[src/rtl/pcc_pkg.sv]
package pcc_pkg;

  localparam int DATA_W = 16;
  localparam int PRE_W  = 4;

  // register addresses
  localparam int ADR_COUNT = 0;
  localparam int ADR_CTRL  = 1;
  localparam int ADR_FLAG  = 2;
  localparam int ADR_IEN   = 3;
  localparam int ADR_EDGE  = 4;
  localparam int ADR_ACT   = 5;
  localparam int ADR_CH0   = 8;

  typedef enum logic [1:0] {
    EDGE_OFF  = 2'd0,
    EDGE_RISE = 2'd1,
    EDGE_FALL = 2'd2,
    EDGE_BOTH = 2'd3
  } edge_e;

  typedef enum logic [1:0] {
    ACT_NONE   = 2'd0,
    ACT_TOGGLE = 2'd1,
    ACT_CLEAR  = 2'd2,
    ACT_SET    = 2'd3
  } act_e;

  // last prescaler count value for a given select: divisor minus one
  function automatic logic [PRE_W-1:0] div_last(input logic [1:0] sel);
    case (sel)
      2'd0:    return PRE_W'(0);
      2'd1:    return PRE_W'(3);
      2'd2:    return PRE_W'(7);
      default: return PRE_W'(15);
    endcase
  endfunction

  function automatic logic edge_hit(input edge_e mode, input logic prev, input logic cur);
    case (mode)
      EDGE_RISE: return !prev && cur;
      EDGE_FALL: return prev && !cur;
      EDGE_BOTH: return prev != cur;
      default:   return 1'b0;
    endcase
  endfunction

  function automatic logic pin_next(input act_e act, input logic pin);
    case (act)
      ACT_TOGGLE: return !pin;
      ACT_CLEAR:  return 1'b0;
      ACT_SET:    return 1'b1;
      default:    return pin;
    endcase
  endfunction

endpackage

[src/rtl/pcc_prescaler.sv]
module pcc_prescaler
  import pcc_pkg::*;
(
  input  logic       clk,
  input  logic       rst_n,
  input  logic [1:0] sel_cfg,
  output logic       tick,
  output logic [1:0] sel_act
);

  logic [PRE_W-1:0] pre_cnt;

  // tick on the last count of the active divisor
  assign tick = (pre_cnt == div_last(sel_act));

  // the requested select is adopted only at a tick boundary
  always_ff @(posedge clk or negedge rst_n) begin
    if (!rst_n) begin
      pre_cnt <= '0;
      sel_act <= 2'd0;
    end else if (tick) begin
      pre_cnt <= '0;
      sel_act <= sel_cfg;
    end else begin
      pre_cnt <= pre_cnt + 1'b1;
    end
  end

endmodule

[src/rtl/pcc_counter.sv]
module pcc_counter #(
  parameter int CNT_W = 16
) (
  input  logic             clk,
  input  logic             rst_n,
  input  logic             tick,
  output logic [CNT_W-1:0] count,
  output logic [CNT_W-1:0] cnt_nxt,
  output logic             wrap_evt
);

  function automatic logic [CNT_W-1:0] step(input logic [CNT_W-1:0] v);
    return v + 1'b1;
  endfunction

  assign cnt_nxt  = step(count);
  assign wrap_evt = tick && (&count);

  // no load or hold path: only reset and tick touch the count
  always_ff @(posedge clk or negedge rst_n) begin
    if (!rst_n)    count <= '0;
    else if (tick) count <= cnt_nxt;
  end

endmodule

[src/rtl/pcc_capture.sv]
module pcc_capture
  import pcc_pkg::*;
#(
  parameter int CNT_W = 16
) (
  input  logic             clk,
  input  logic             rst_n,
  input  logic             active,
  input  logic [1:0]       edge_mode,
  input  logic             pin,
  input  logic [CNT_W-1:0] count,
  output logic [CNT_W-1:0] cap_val,
  output logic             hit
);

  logic prev;

  assign hit = active && edge_hit(edge_e'(edge_mode), prev, pin);

  always_ff @(posedge clk or negedge rst_n) begin
    if (!rst_n) begin
      prev    <= 1'b0;
      cap_val <= '0;
    end else begin
      prev <= pin;
      if (hit) cap_val <= count;
    end
  end

endmodule

[src/rtl/pcc_compare.sv]
module pcc_compare
  import pcc_pkg::*;
#(
  parameter int CNT_W = 16
) (
  input  logic             clk,
  input  logic             rst_n,
  input  logic             active,
  input  logic [1:0]       act_mode,
  input  logic             tick,
  input  logic [CNT_W-1:0] cnt_nxt,
  input  logic             ld,
  input  logic [CNT_W-1:0] ld_val,
  output logic [CNT_W-1:0] cmp_val,
  output logic             pin,
  output logic             hit
);

  // match fires on the edge at which the count becomes equal
  assign hit = active && tick && (cnt_nxt == cmp_val);

  always_ff @(posedge clk or negedge rst_n) begin
    if (!rst_n) begin
      cmp_val <= '0;
      pin     <= 1'b0;
    end else begin
      if (ld)  cmp_val <= ld_val;
      if (hit) pin     <= pin_next(act_e'(act_mode), pin);
    end
  end

endmodule

[src/rtl/pcc_timer.sv]
module pcc_timer
  import pcc_pkg::*;
#(
  parameter int CNT_W  = 16,
  parameter int N_IC   = 3,
  parameter int N_OC   = 4,
  parameter int ADDR_W = 4
) (
  input  logic                   clk,
  input  logic                   rst_n,
  input  logic                   wr_en,
  input  logic [ADDR_W-1:0]      wr_addr,
  input  logic [15:0]            wr_data,
  input  logic [ADDR_W-1:0]      rd_addr,
  output logic [15:0]            rd_data,
  input  logic [N_IC:0]          cap_in,
  output logic [N_OC:0]          cmp_out,
  output logic [CNT_W-1:0]       count,
  output logic [N_IC+N_OC:0]     ch_flag,
  output logic                   ovf_flag,
  output logic [N_IC+N_OC:0]     ch_irq,
  output logic                   ovf_irq
);

  localparam int NCH  = N_IC + N_OC + 1;
  localparam int NCAP = N_IC + 1;
  localparam int NCMP = N_OC + 1;

  // configuration state
  logic [1:0]          sel_cfg;
  logic                dual_cmp;
  logic [NCH:0]        ien;
  logic [2*NCAP-1:0]   edge_cfg;
  logic [2*NCMP-1:0]   act_cfg;
  logic [NCH:0]        flags;

  // named internal events
  logic                tick;
  logic [1:0]          sel_act;
  logic [CNT_W-1:0]    cnt_nxt;
  logic                wrap_evt;
  logic [NCAP-1:0]     cap_hit;
  logic [NCMP-1:0]     cmp_hit;
  logic [NCH-1:0]      ch_set;
  logic [NCH:0]        flag_clr;
  logic [CNT_W-1:0]    cap_val  [NCAP];
  logic [CNT_W-1:0]    cmp_val  [NCMP];
  logic [CNT_W-1:0]    chan_val [NCH];

  function automatic logic wr_at(input int adr);
    return wr_en && (wr_addr == ADDR_W'(adr));
  endfunction

  pcc_prescaler u_pre (
    .clk     (clk),
    .rst_n   (rst_n),
    .sel_cfg (sel_cfg),
    .tick    (tick),
    .sel_act (sel_act)
  );

  pcc_counter #(.CNT_W(CNT_W)) u_cnt (
    .clk      (clk),
    .rst_n    (rst_n),
    .tick     (tick),
    .count    (count),
    .cnt_nxt  (cnt_nxt),
    .wrap_evt (wrap_evt)
  );

  // capture side: last slot belongs to the shared channel
  for (genvar j = 0; j < NCAP; j++) begin : g_cap
    logic act_c;
    if (j < N_IC) begin : g_fixed
      assign act_c = 1'b1;
    end else begin : g_shared
      assign act_c = !dual_cmp;
    end
    pcc_capture #(.CNT_W(CNT_W)) u_cap (
      .clk       (clk),
      .rst_n     (rst_n),
      .active    (act_c),
      .edge_mode (edge_cfg[2*j +: 2]),
      .pin       (cap_in[j]),
      .count     (count),
      .cap_val   (cap_val[j]),
      .hit       (cap_hit[j])
    );
  end

  // compare side: last slot belongs to the shared channel
  for (genvar j = 0; j < NCMP; j++) begin : g_cmp
    logic act_o;
    logic ld_o;
    if (j < N_OC) begin : g_fixed
      assign act_o = 1'b1;
      assign ld_o  = wr_at(ADR_CH0 + N_IC + j);
    end else begin : g_shared
      assign act_o = dual_cmp;
      assign ld_o  = dual_cmp && wr_at(ADR_CH0 + NCH - 1);
    end
    pcc_compare #(.CNT_W(CNT_W)) u_cmp (
      .clk      (clk),
      .rst_n    (rst_n),
      .active   (act_o),
      .act_mode (act_cfg[2*j +: 2]),
      .tick     (tick),
      .cnt_nxt  (cnt_nxt),
      .ld       (ld_o),
      .ld_val   (wr_data[CNT_W-1:0]),
      .cmp_val  (cmp_val[j]),
      .pin      (cmp_out[j]),
      .hit      (cmp_hit[j])
    );
  end

  // channel numbering: captures, then compares, then the shared one
  for (genvar k = 0; k < NCH; k++) begin : g_map
    if (k < N_IC) begin : g_c
      assign ch_set[k]   = cap_hit[k];
      assign chan_val[k] = cap_val[k];
    end else if (k < N_IC + N_OC) begin : g_o
      assign ch_set[k]   = cmp_hit[k-N_IC];
      assign chan_val[k] = cmp_val[k-N_IC];
    end else begin : g_s
      assign ch_set[k]   = cap_hit[N_IC] | cmp_hit[N_OC];
      assign chan_val[k] = dual_cmp ? cmp_val[N_OC] : cap_val[N_IC];
    end
  end

  assign flag_clr = wr_at(ADR_FLAG) ? wr_data[NCH:0] : '0;

  // configuration and flag registers
  always_ff @(posedge clk or negedge rst_n) begin
    if (!rst_n) begin
      sel_cfg  <= 2'd0;
      dual_cmp <= 1'b0;
      ien      <= '0;
      edge_cfg <= '0;
      act_cfg  <= '0;
      flags    <= '0;
    end else begin
      if (wr_at(ADR_CTRL)) begin
        sel_cfg  <= wr_data[1:0];
        dual_cmp <= wr_data[2];
      end
      if (wr_at(ADR_IEN))  ien      <= wr_data[NCH:0];
      if (wr_at(ADR_EDGE)) edge_cfg <= wr_data[2*NCAP-1:0];
      if (wr_at(ADR_ACT))  act_cfg  <= wr_data[2*NCMP-1:0];
      // set events take priority over write-one-to-clear
      flags <= (flags & ~flag_clr) | {wrap_evt, ch_set};
    end
  end

  assign ch_flag  = flags[NCH-1:0];
  assign ovf_flag = flags[NCH];
  assign ch_irq   = flags[NCH-1:0] & ien[NCH-1:0];
  assign ovf_irq  = flags[NCH] & ien[NCH];

  // combinational read port
  always_comb begin
    rd_data = '0;
    case (int'(rd_addr))
      ADR_COUNT: rd_data = DATA_W'(count);
      ADR_CTRL:  rd_data = DATA_W'({dual_cmp, sel_cfg});
      ADR_FLAG:  rd_data = DATA_W'(flags);
      ADR_IEN:   rd_data = DATA_W'(ien);
      ADR_EDGE:  rd_data = DATA_W'(edge_cfg);
      ADR_ACT:   rd_data = DATA_W'(act_cfg);
      default:   rd_data = '0;
    endcase
    for (int k = 0; k < NCH; k++) begin
      if (rd_addr == ADDR_W'(ADR_CH0 + k)) rd_data = DATA_W'(chan_val[k]);
    end
  end

endmodule

[config.mk]
export PLATFORM = sky130hd
export DESIGN_NAME = pcc_timer
export DESIGN_NICKNAME = d
export VERILOG_FILES = /design/src/rtl/pcc_pkg.sv /design/src/rtl/pcc_prescaler.sv /design/src/rtl/pcc_counter.sv /design/src/rtl/pcc_capture.sv /design/src/rtl/pcc_compare.sv /design/src/rtl/pcc_timer.sv
export SDC_FILE = /design/constraint.sdc
export NUM_CORES = 1
export LEC_CHECK = 0
export BUFFER_PORTS_ARGS = -buffer_cell sky130_fd_sc_hd__buf_2
export CAP_MARGIN = 25
export CORE_MARGIN = 2
export CORE_UTILIZATION = 61
export DETAILED_ROUTE_END_ITERATION = 6
export GPL_ROUTABILITY_DRIVEN = 0
export HOLD_SLACK_MARGIN = 0.02
export PLACE_DENSITY = 0.81
export SYNTH_ARGS = -nofsm -noshare
export SYNTH_HDL_FRONTEND = slang
export SYNTH_SLANG_ARGS = --single-unit
[constraint.sdc]
create_clock -name clk -period 3.81 [get_ports clk]
set_input_delay 0.762 -clock clk [delete_from_list [all_inputs] [get_ports clk]]
set_output_delay 0.762 -clock clk [all_outputs]
set_load 0.02 [all_outputs]
==> flow_summary.yaml, run 1 <==
power:
  clock_power_share: 0.311
  power.switching_mw: 2.82
  leakage_nw: 6.22
  p_seq_frac: 0.395
  ir_drop_mv: 0.394
  intPower_mw: 5.39
  p_per_area_nw_per_um2: 589
  p_comb_frac: 0.294
  finalPower_mw: 8.21
  p_sw_frac: 0.344
die:
  die_area_sq_um: 21100
  coreArea_sq_um: 19500
  start_util: 0.624
  pin_count: 86
  die_h_um: 145
  num_rows: 51
  die_x_um: 145
run_status:
  status: "finished with violations"
  violations: "design-rule violations"
clock_network:
  cts_buffer_depth: 3
  cts_tree: "yes"
  cts-root-buf: "clkbuf_16"
  clk_pin_slew_ns: 0.06
  cts.htree.levels: 1
  cts_resized: 0
  clock-sinks: 214
  cts_setup_buffers: 0
  numCtsBuffers: 24
  clock_latency_ns: 0.53
  cts_hold_buf: 0
synthesis:
  ys_ff_latch: 214
  synth_simple_gate_area_frac: 0.118
  synthArstFlopShare: 1.00
  synth_area_per_cell_sq_um: 11.1
  yosys_most_used_dff: "dfrtp_1"
  synth_edf_count: 0
  synthDistinctLibCells: 80
  yosysSeqAreaShare: 0.440
  synthAdderAreaFrac: 0.0103
  synth_compound_area_frac: 0.114
  synth_top_family_by_area: "multiplexers"
  synth.net_count: 1140
  synthTopCellsByArea: "dfrtp_1, mux2_2, xnor2_1, xor2_1, nand2_1"
  syn-cell-area_sq_um: 12200
  synthCells: 1099
  synth_common_cells: "dfrtp_1, mux2_2, nand2_1, xnor2_1"
  synth-xor-area-share: 0.0898
  synth.yosys.warnings: 0
  synth.top_cell.area_share: 0.440
  synthMuxAreaShare: 0.192
  synth_most_common_cell: "dfrtp_1"
  synth_area_leader_cell: "dfrtp_1"
cells_and_area:
  drive_above_1_share: 0.328
  area_delta_synth_final_pct: 14.4
  stdcell_area_sq_um: 13900
  nNetsFinal: 1232
  finalCoreUtilization: 0.714
setup_path:
  worst_ep_required_time_ns: 3.05
  r2r-start: "u_cnt.count[0]"
  r2r_end: "g_cmp[0].u_cmp.pin"
  rr_worst_depth: 9
  worstSetupPathType: "primary input to primary output"
  cp-start-kind: "primary input"
  end_kind: "primary output"
  crit_fanout: 14
  crit_arrival_ns: 2.90
  r2r_slack_ns: 0.73
route:
  wl_mm: 36.6
  post_drt_via_cell_ratio: 6.74
  drc: 12
  via_count: 9946
  drtAntennaViolNets: 0
  drt_first_pass_iters: 7
  drt-wirelength-per-cell_um: 24.8
  dr.first_iter.drc_count: 1338
global_route:
  antenna_found_initial: 2
  grt_pass1_vias: 9854
  grt_pass1_wl_mm: 57.0
  overflow: 0
  globalRouteTotalUtil: 0.344
  grt_max_degree: 82
timing:
  slew_headroom: 0.246
  maxSlewViolCount: 0
  post-route-min-period_ns: 3.66
  worstMarginPinSlew_ns: 1.13
  hold_viol: 0
  finalCritPeriodShare: 0.962
  rsz0062_at_grt: "false"
  hold_ws_ns: 0.226
  setup_viol: 0
  finClkSkew_ns: 0.0168
  setup-tns-final_ns: 0
  max_freq_ghz: 0.273
worst_hold_path:
  hold_class: "primary input to async pin"
place:
  port_buffers: 85
  hpwl_mm: 25.9
  placed_area_sq_um: 13000
job:
  drv_cap: 0
cells by family (layout without fill, tap and decap cells):
logic type | count (synthesis) | after routing
AO/OA/AOI/OAI | 203 | 203
flip-flops | 214 | 214
adder cells (fa/ha/maj) | 10 | 10
multiplexers | 206 | 206
buffers and inverters | 100 | 210
XOR/XNOR | 114 | 114
AND/OR/NAND/NOR | 252 | 252
other | 0 | 1
cells in the final DEF, fill, tap and decap left out, drive strengths merged, types with 9 or more instances in the layout:
cell,Yosys,routed
a211oi,9,9
a21oi,35,35
a22oi,13,13
and2,17,17
buf,28,140
clkbuf,46,34
dfrtp,214,214
ha,10,10
inv,26,27
mux2,190,190
mux2i,13,13
nand2,74,74
nand2b,12,12
nand3,26,26
nand4,11,11
nor2,35,35
nor3,9,9
nor4,13,13
o2111ai,10,10
o21ai,49,49
o22ai,11,11
xnor2,71,71
xor2,38,38
stage by stage:
stage               instances  setup slack (ns)
floorplan                1099             0.357
global placement         1429             0.350
detailed placement       1429             0.258
CTS                      1473             0.269
global route             1474            0.0650
finish                   1475             0.146
sequential cells by signal, indices dropped and copies added (netlist names):
| register | count |
|---|---|
| sel_cfg | 2 |
| dual_cmp | 1 |
| u_pre.sel_act | 2 |
| u_pre.pre_cnt | 4 |
| g_cap.u_cap.cap_val | 64 |
| edge_cfg | 8 |
| u_cnt.count | 16 |
| g_cmp.u_cmp.pin | 5 |
| ien | 9 |
| act_cfg | 10 |
| g_cap.u_cap.prev | 4 |
| flags | 9 |
| g_cmp.u_cmp.cmp_val | 80 |
layout make-up:
| class | count | area [sq um] |
|---|---|---|
| clock inverters | 10 | 163 |
| well taps | 265 | 332 |
| inverters | 26 | 97.6 |
| repair buffers | 140 | 868 |
| fillers | 1449 | 5590 |
| diodes | 1 | 2.50 |
| clock buffers | 34 | 719 |
| multi-input cells | 785 | 6400 |
| flip-flops and latches | 214 | 5360 |
worst max-delay path, cell delays in order:
cell and delay (ns):
buf_2 0.24, nor2b_1 0.31, and2_0 0.54, a221oi_1 0.10, a31oi_1 0.30, a21oi_1 0.08, a32oi_1 0.32, buf_2 0.24
metal layers:
layer,share of wire,vias to the layer above,track usage
met2,0.46,666,0.538
met4,0.058,0,0.170
met3,0.10,162,0.0730
met5,0,-,0
li1,-,4195,-
met1,0.38,4923,0.458
power groups by stage:
| stage | registers, mW | clock network, mW | logic [mW] |
|---|---|---|---|
| 2_1_floorplan | 3.13 | 0 | 1.63 |
| 3_3_place_gp | 3.23 | 0 | 2.27 |
| 3_5_place_dp | 3.25 | 0 | 2.33 |
| 4_1_cts | 3.22 | 2.56 | 2.36 |
| 5_1_grt | 3.29 | 2.67 | 2.56 |
| 6_report | 3.24 | 2.56 | 2.41 |
worst max path at each step:
stage / start / end / slack [ns] / cells after the start
5_1_grt: rd_addr[3] / rd_data[4] / 0.06 / 8
4_1_cts: rd_addr[3] / rd_data[8] / 0.27 / 9
2_1_floorplan: rd_addr[0] / rd_data[10] / 0.36 / 8
3_5_place_dp: rd_addr[3] / rd_data[8] / 0.26 / 9
6_report: rd_addr[3] / rd_data[6] / 0.15 / 8
3_3_place_gp: rd_addr[1] / rd_data[8] / 0.35 / 9
(Power assumes the default switching activity.)
==> inputs of run 2 (changes only) <==
--- a/config.mk
+++ b/config.mk
@@ -6,12 +6,12 @@
 export NUM_CORES = 1
 export LEC_CHECK = 0
 export BUFFER_PORTS_ARGS = -buffer_cell sky130_fd_sc_hd__buf_2
-export CAP_MARGIN = 25
+export CAP_MARGIN = 20
 export CORE_MARGIN = 2
 export CORE_UTILIZATION = 61
 export DETAILED_ROUTE_END_ITERATION = 6
 export GPL_ROUTABILITY_DRIVEN = 0
-export HOLD_SLACK_MARGIN = 0.02
+export HOLD_SLACK_MARGIN = 0.1
 export PLACE_DENSITY = 0.81
 export SYNTH_ARGS = -nofsm -noshare
 export SYNTH_HDL_FRONTEND = slang
==> constraint.sdc (replaced) <==
create_clock -name clk -period 3.95 [get_ports clk]
set_input_delay 0.79 -clock clk [delete_from_list [all_inputs] [get_ports clk]]
set_output_delay 0.79 -clock clk [all_outputs]
set_load 0.02 [all_outputs]
==> run 2 against run 1 <==
Effect of this change: the flow still finishes with violations (design-rule violations); clock power fell by 8.6%; sequential power fell by 4%; clock skew fell by 0.0031 ns; highest routed layer unchanged.
==> flow_summary.yaml, run 2 (synthesis results as in run 1) <==
setup_path:
  setup.worst_path.start: "rd_addr[1]"
  r2r-start: "u_cnt.count[3]"
  crit_fanout: 12
  max_stage_delay_ns: 0.94
  end_kind: "primary output"
  critPathBufInv: 2
  worstSetupPathType: "primary input to primary output"
  worst_ep_required_time_ns: 3.16
  crit_family: "simple AND/OR/NAND/NOR gates"
  path_cells: "buf_2 > nor2b_1 > a2bb2oi_1 > o22ai_1 > o22ai_1 > nand2_1 > o21ai_0 > a21oi_1 > buf_2"
  crit_arrival_ns: 3.07
  slowest_stage: "nor2b_1"
  cp-start-kind: "primary input"
timing:
  finClkSkew_ns: 0.0137
  finalCritPeriodShare: 0.977
  rsz0062_at_grt: "false"
  hold_viol: 0
  maxSlewViolCount: 0
  setup_viol: 0
  max_freq_ghz: 0.259
  worstMarginPinSlew_ns: 1.16
  post-route-min-period_ns: 3.86
  setup-tns-final_ns: 0
  slew_headroom: 0.225
global_route:
  grt_max_degree: 102
  grt_pass1_wl_mm: 58.4
  grt_pass1_vias: 9956
  antenna_found_initial: 0
  globalRouteTotalUtil: 0.355
  overflow: 0
place:
  placed_area_sq_um: 13100
  port_buffers: 85
  hpwl_mm: 26.3
run_status:
  status: "finished with violations"
  violations: "design-rule violations"
clock_network:
  cts_tree: "yes"
  cts_setup_buffers: 0
  cts-root-buf: "clkbuf_16"
  cts_buffer_depth: 3
  cts.htree.levels: 1
  numCtsBuffers: 24
  clock_latency_ns: 0.53
  cts_resized: 0
  clock-sinks: 214
  cts_hold_buf: 0
  clk_pin_slew_ns: 0.06
cells_and_area:
  nNetsFinal: 1234
  biggestRegsByFlops: "g_cmp.u_cmp.cmp_val: 80 flops, g_cap.u_cap.cap_val: 64 flops, u_cnt.count: 16 flops"
  layout_common_cells: "dfrtp_1, mux2_2, buf_2"
  drive_above_1_share: 0.329
  area_delta_synth_final_pct: 14.1
  stdcell_area_sq_um: 13900
  layout_commonest_cell: "dfrtp_1"
  regMostFlops: "g_cmp.u_cmp.cmp_val"
  largest_reg_flops: 80
die:
  num_rows: 51
  start_util: 0.624
  die_area_sq_um: 21100
  die_h_um: 145
  pin_count: 86
  coreArea_sq_um: 19500
  die_x_um: 145
route:
  via_count: 10000
  post_drt_via_cell_ratio: 6.80
  drt_first_pass_iters: 7
  wl_mm: 37.8
  dr.first_iter.drc_count: 1333
  drtAntennaViolNets: 0
  drt-wirelength-per-cell_um: 25.6
  drc: 10
power:
  p_per_area_nw_per_um2: 559
  p_comb_frac: 0.297
  ir_drop_mv: 0.383
  power.switching_mw: 2.70
  p_sw_frac: 0.348
  p_seq_frac: 0.402
  leakage_nw: 6.20
  finalPower_mw: 7.77
  clock_power_share: 0.302
  intPower_mw: 5.07
job:
  drv_cap: 0
worst_hold_path:
  hold_class: "primary input to async pin"
[run 2: cell types whose count changed in the layout (fill, tap and decap cells not counted), sizes merged]
cell	change
clkinv	-1
buf	+2
inv	+1
clkinvlp	+1
bufinv	-2
clkbuf	+1
[run 2: power by group through the flow]
| stage | registers, mW | logic, mW | clock network (mW) |
|---|---|---|---|
| after global routing | 3.17 | 2.45 | 2.44 |
| final | 3.12 | 2.31 | 2.34 |
| after CTS | 3.10 | 2.27 | 2.35 |
| after global placement | 3.11 | 2.17 | 0 |
| after detailed placement | 3.14 | 2.24 | 0 |
| after floorplan | 3.02 | 1.57 | 0 |
[run 2: final cells by class]
type / instances / area, sq um
Multi-Input combinational cell: 785 / 6400
Sequential cell: 214 / 5360
Fill cell: 1415 / 5630
Clock inverter: 9 / 110
Inverter: 26 / 97.6
Timing Repair Buffer: 142 / 876
Clock buffer: 35 / 723
Antenna cell: 1 / 2.50
Tap cell: 265 / 332
[run 2: path summary, 6_finish.rpt]
path	slack, ns	cells after the start	endpoint
setup reg to reg	0.79	8	g_cmp[3].u_cmp.pin
setup / recovery	0.09	9	rd_data[2]
min in group clk	0.40	1	g_cap[2].u_cap.prev
hold reg to reg	0.50	1	g_cap[3].u_cap.cap_val[3]
hold / removal	0.32	1	u_cnt.count[11]
max in group asynchronous	2.79	2	flags[2]
[run 2: metrics by stage]
| stage | util | hold slack (ns) | setup slack, ns | cells |
|---|---|---|---|---|
| after global routing | 0.711 | 0.378 | 0.155 | 1476 |
| after detailed placement | 0.669 | 0.491 | 0.302 | 1432 |
| after CTS | 0.711 | 0.339 | 0.288 | 1476 |
| final | 0.712 | 0.323 | 0.0893 | 1477 |
| after floorplan | - | 0.473 | 0.441 | 1099 |
| after global placement | 0.669 | 0.482 | 0.200 | 1432 |
[run 2: routing by layer]
metal	vias to the layer above	routed length (um)	share of wire	track usage
met5	-	0	0	0
li1	4206	-	-	-
met3	177	4130	0.11	0.0679
met4	0	2210	0.058	0.169
met2	738	17500	0.46	0.571
met1	4928	14000	0.37	0.467
==> inputs of run 3 (changes only) <==
==> constraint.sdc (replaced) <==
create_clock -name clk -period 3.95 [get_ports clk]
set_input_delay 0.5925 -clock clk [delete_from_list [all_inputs] [get_ports clk]]
set_output_delay 0.5925 -clock clk [all_outputs]
set_load 0.02 [all_outputs]
==> run 3 against run 2 <==
Effect of this change: the run now ends clean; clock power hardly changed; largest cell class unchanged; largest power group unchanged; register-to-register slack lost 0.34 ns; critical path depth shrank 1; setup slack improved by 0.36 ns; via count is 1.9% lower; first-iteration DRC count fell by 19%; sequential share of layout area grew 0.23 points; sequential power rose by 2%; core utilization down 0.42 points; die area unchanged.
==> flow_summary.yaml, run 3 (synthesis results as in run 1) <==
timing:
  finalCritPeriodShare: 0.885
  post-route-min-period_ns: 3.50
  setup_slack_ns: 0.454
  setup-tns-final_ns: 0
  maxSlewViolCount: 0
  max_freq_ghz: 0.286
  rsz0062_at_grt: "false"
  hold_viol: 0
  setup_viol: 0
  finClkSkew_ns: 0.0103
  worstMarginPinSlew_ns: 1.15
  slew_headroom: 0.235
cells_and_area:
  largest_reg_flops: 80
  fin_cells: 1465
  nNetsFinal: 1224
  layout_commonest_cell: "dfrtp_1"
  drive_above_1_share: 0.320
  finalCoreUtilization: 0.707
  regMostFlops: "g_cmp.u_cmp.cmp_val"
  diodes: 0
  layout_common_cells: "dfrtp_1, mux2_2, buf_2"
  area_delta_synth_final_pct: 13.4
  biggestRegsByFlops: "g_cmp.u_cmp.cmp_val: 80 flops, g_cap.u_cap.cap_val: 64 flops, u_cnt.count: 16 flops"
die:
  coreArea_sq_um: 19500
  num_rows: 51
  die_area_sq_um: 21100
  start_util: 0.624
  die_x_um: 145
  pin_count: 86
  die_h_um: 145
power:
  leakage_nw: 6.15
  p_per_area_nw_per_um2: 559
  p_comb_frac: 0.290
  power.switching_mw: 2.68
  p_sw_frac: 0.347
  intPower_mw: 5.05
  clock_power_share: 0.300
  p_seq_frac: 0.410
  ir_drop_mv: 0.347
route:
  via_count: 9857
  post_drt_via_cell_ratio: 6.73
  drt-wirelength-per-cell_um: 25.1
  wl_mm: 36.8
  drt_first_pass_iters: 6
  drc: 0
  drtAntennaViolNets: 0
  dr.first_iter.drc_count: 1085
place:
  dp_cells: 1422
  hpwl_mm: 26.0
  post-place-ws_ns: 0.563
  port_buffers: 85
setup_path:
  end_kind: "register"
  crit_arrival_ns: 3.90
  crit_fanout: 14
  worst_ep_required_time_ns: 4.35
  cp-start-kind: "register"
  path_cells: "ha_1 > nand3_2 > a311o_1 > a221o_1 > or4_1 > nor4b_2 > and3_1 > a21oi_1"
  max_stage_delay_ns: 0.61
  crit_family: "simple AND/OR/NAND/NOR gates"
  worstSetupPathType: "register to register"
  slowest_stage: "dfrtp_1"
  critPathBufInv: 0
clock_network:
  clock-sinks: 214
  numCtsBuffers: 24
  cts_tree: "yes"
  clock_latency_ns: 0.52
  cts_buffer_depth: 3
  clk_pin_slew_ns: 0.06
  cts_hold_buf: 0
  cts-root-buf: "clkbuf_16"
  cts.htree.levels: 1
  cts_setup_buffers: 0
  cts_resized: 0
global_route:
  globalRouteTotalUtil: 0.350
  grt_max_degree: 106
  grt_pass1_vias: 9925
  overflow: 0
  antenna_found_initial: 0
  grt_pass1_wl_mm: 57.2
worst_hold_path:
  hold_class: "primary input to async pin"
job:
  drv_cap: 0
run_status:
  status: "finished clean"
==> run 3: cell type report <==
cell class                      count  area [sq um]
Sequential cell                   214          5360
Clock buffer                       37           721
Fill cell                        1410          5710
Multi-Input combinational cell    785          6400
Timing Repair Buffer              132           813
Clock inverter                      6          96.3
Tap cell                          265           332
Inverter                           26          97.6
==> run 3: power by group through the flow <==
stage | Sequential (mW) | Combinational [mW] | Clock [mW]
4_1_cts | 3.15 | 2.20 | 2.32
3_3_place_gp | 3.16 | 2.12 | 0
6_report | 3.17 | 2.24 | 2.31
3_5_place_dp | 3.18 | 2.18 | 0
5_1_grt | 3.22 | 2.39 | 2.41
2_1_floorplan | 3.02 | 1.57 | 0
==> run 3: per-layer routing <==
layer	GRT usage	routed length [um]	vias to the layer above
met5	0	0	-
met4	0.192	2340	0
met3	0.0626	3660	188
met2	0.550	16800	649
met1	0.461	14000	4839
li1	-	-	4181
==> run 3: stage by stage <==
stage / area (sq um) / hold WS, ns / power, mW
3_3_place_gp: 13000 / 0.484 / 5.28
3_5_place_dp: 13000 / 0.488 / 5.36
6_report: 13800 / 0.120 / 7.72
4_1_cts: 13800 / 0.164 / 7.67
2_1_floorplan: 12200 / 0.297 / 4.59
5_1_grt: 13800 / 0.190 / 8.02
==> run 3: final timing paths <==
path,startpoint,endpoint,slack [ns],cells past startpoint
max in group asynchronous,rst_n,g_cap[0].u_cap.cap_val[0],2.97,2
max,u_cnt.count[1],g_cmp[3].u_cmp.pin,0.45,8
min reg2reg,g_cap[3].u_cap.cap_val[0],g_cap[3].u_cap.cap_val[0],0.50,1
max reg2reg,u_cnt.count[1],g_cmp[3].u_cmp.pin,0.45,8
min in group clk,cap_in[3],g_cap[3].u_cap.prev,0.20,1
min,rst_n,g_cap[3].u_cap.cap_val[11],0.12,1
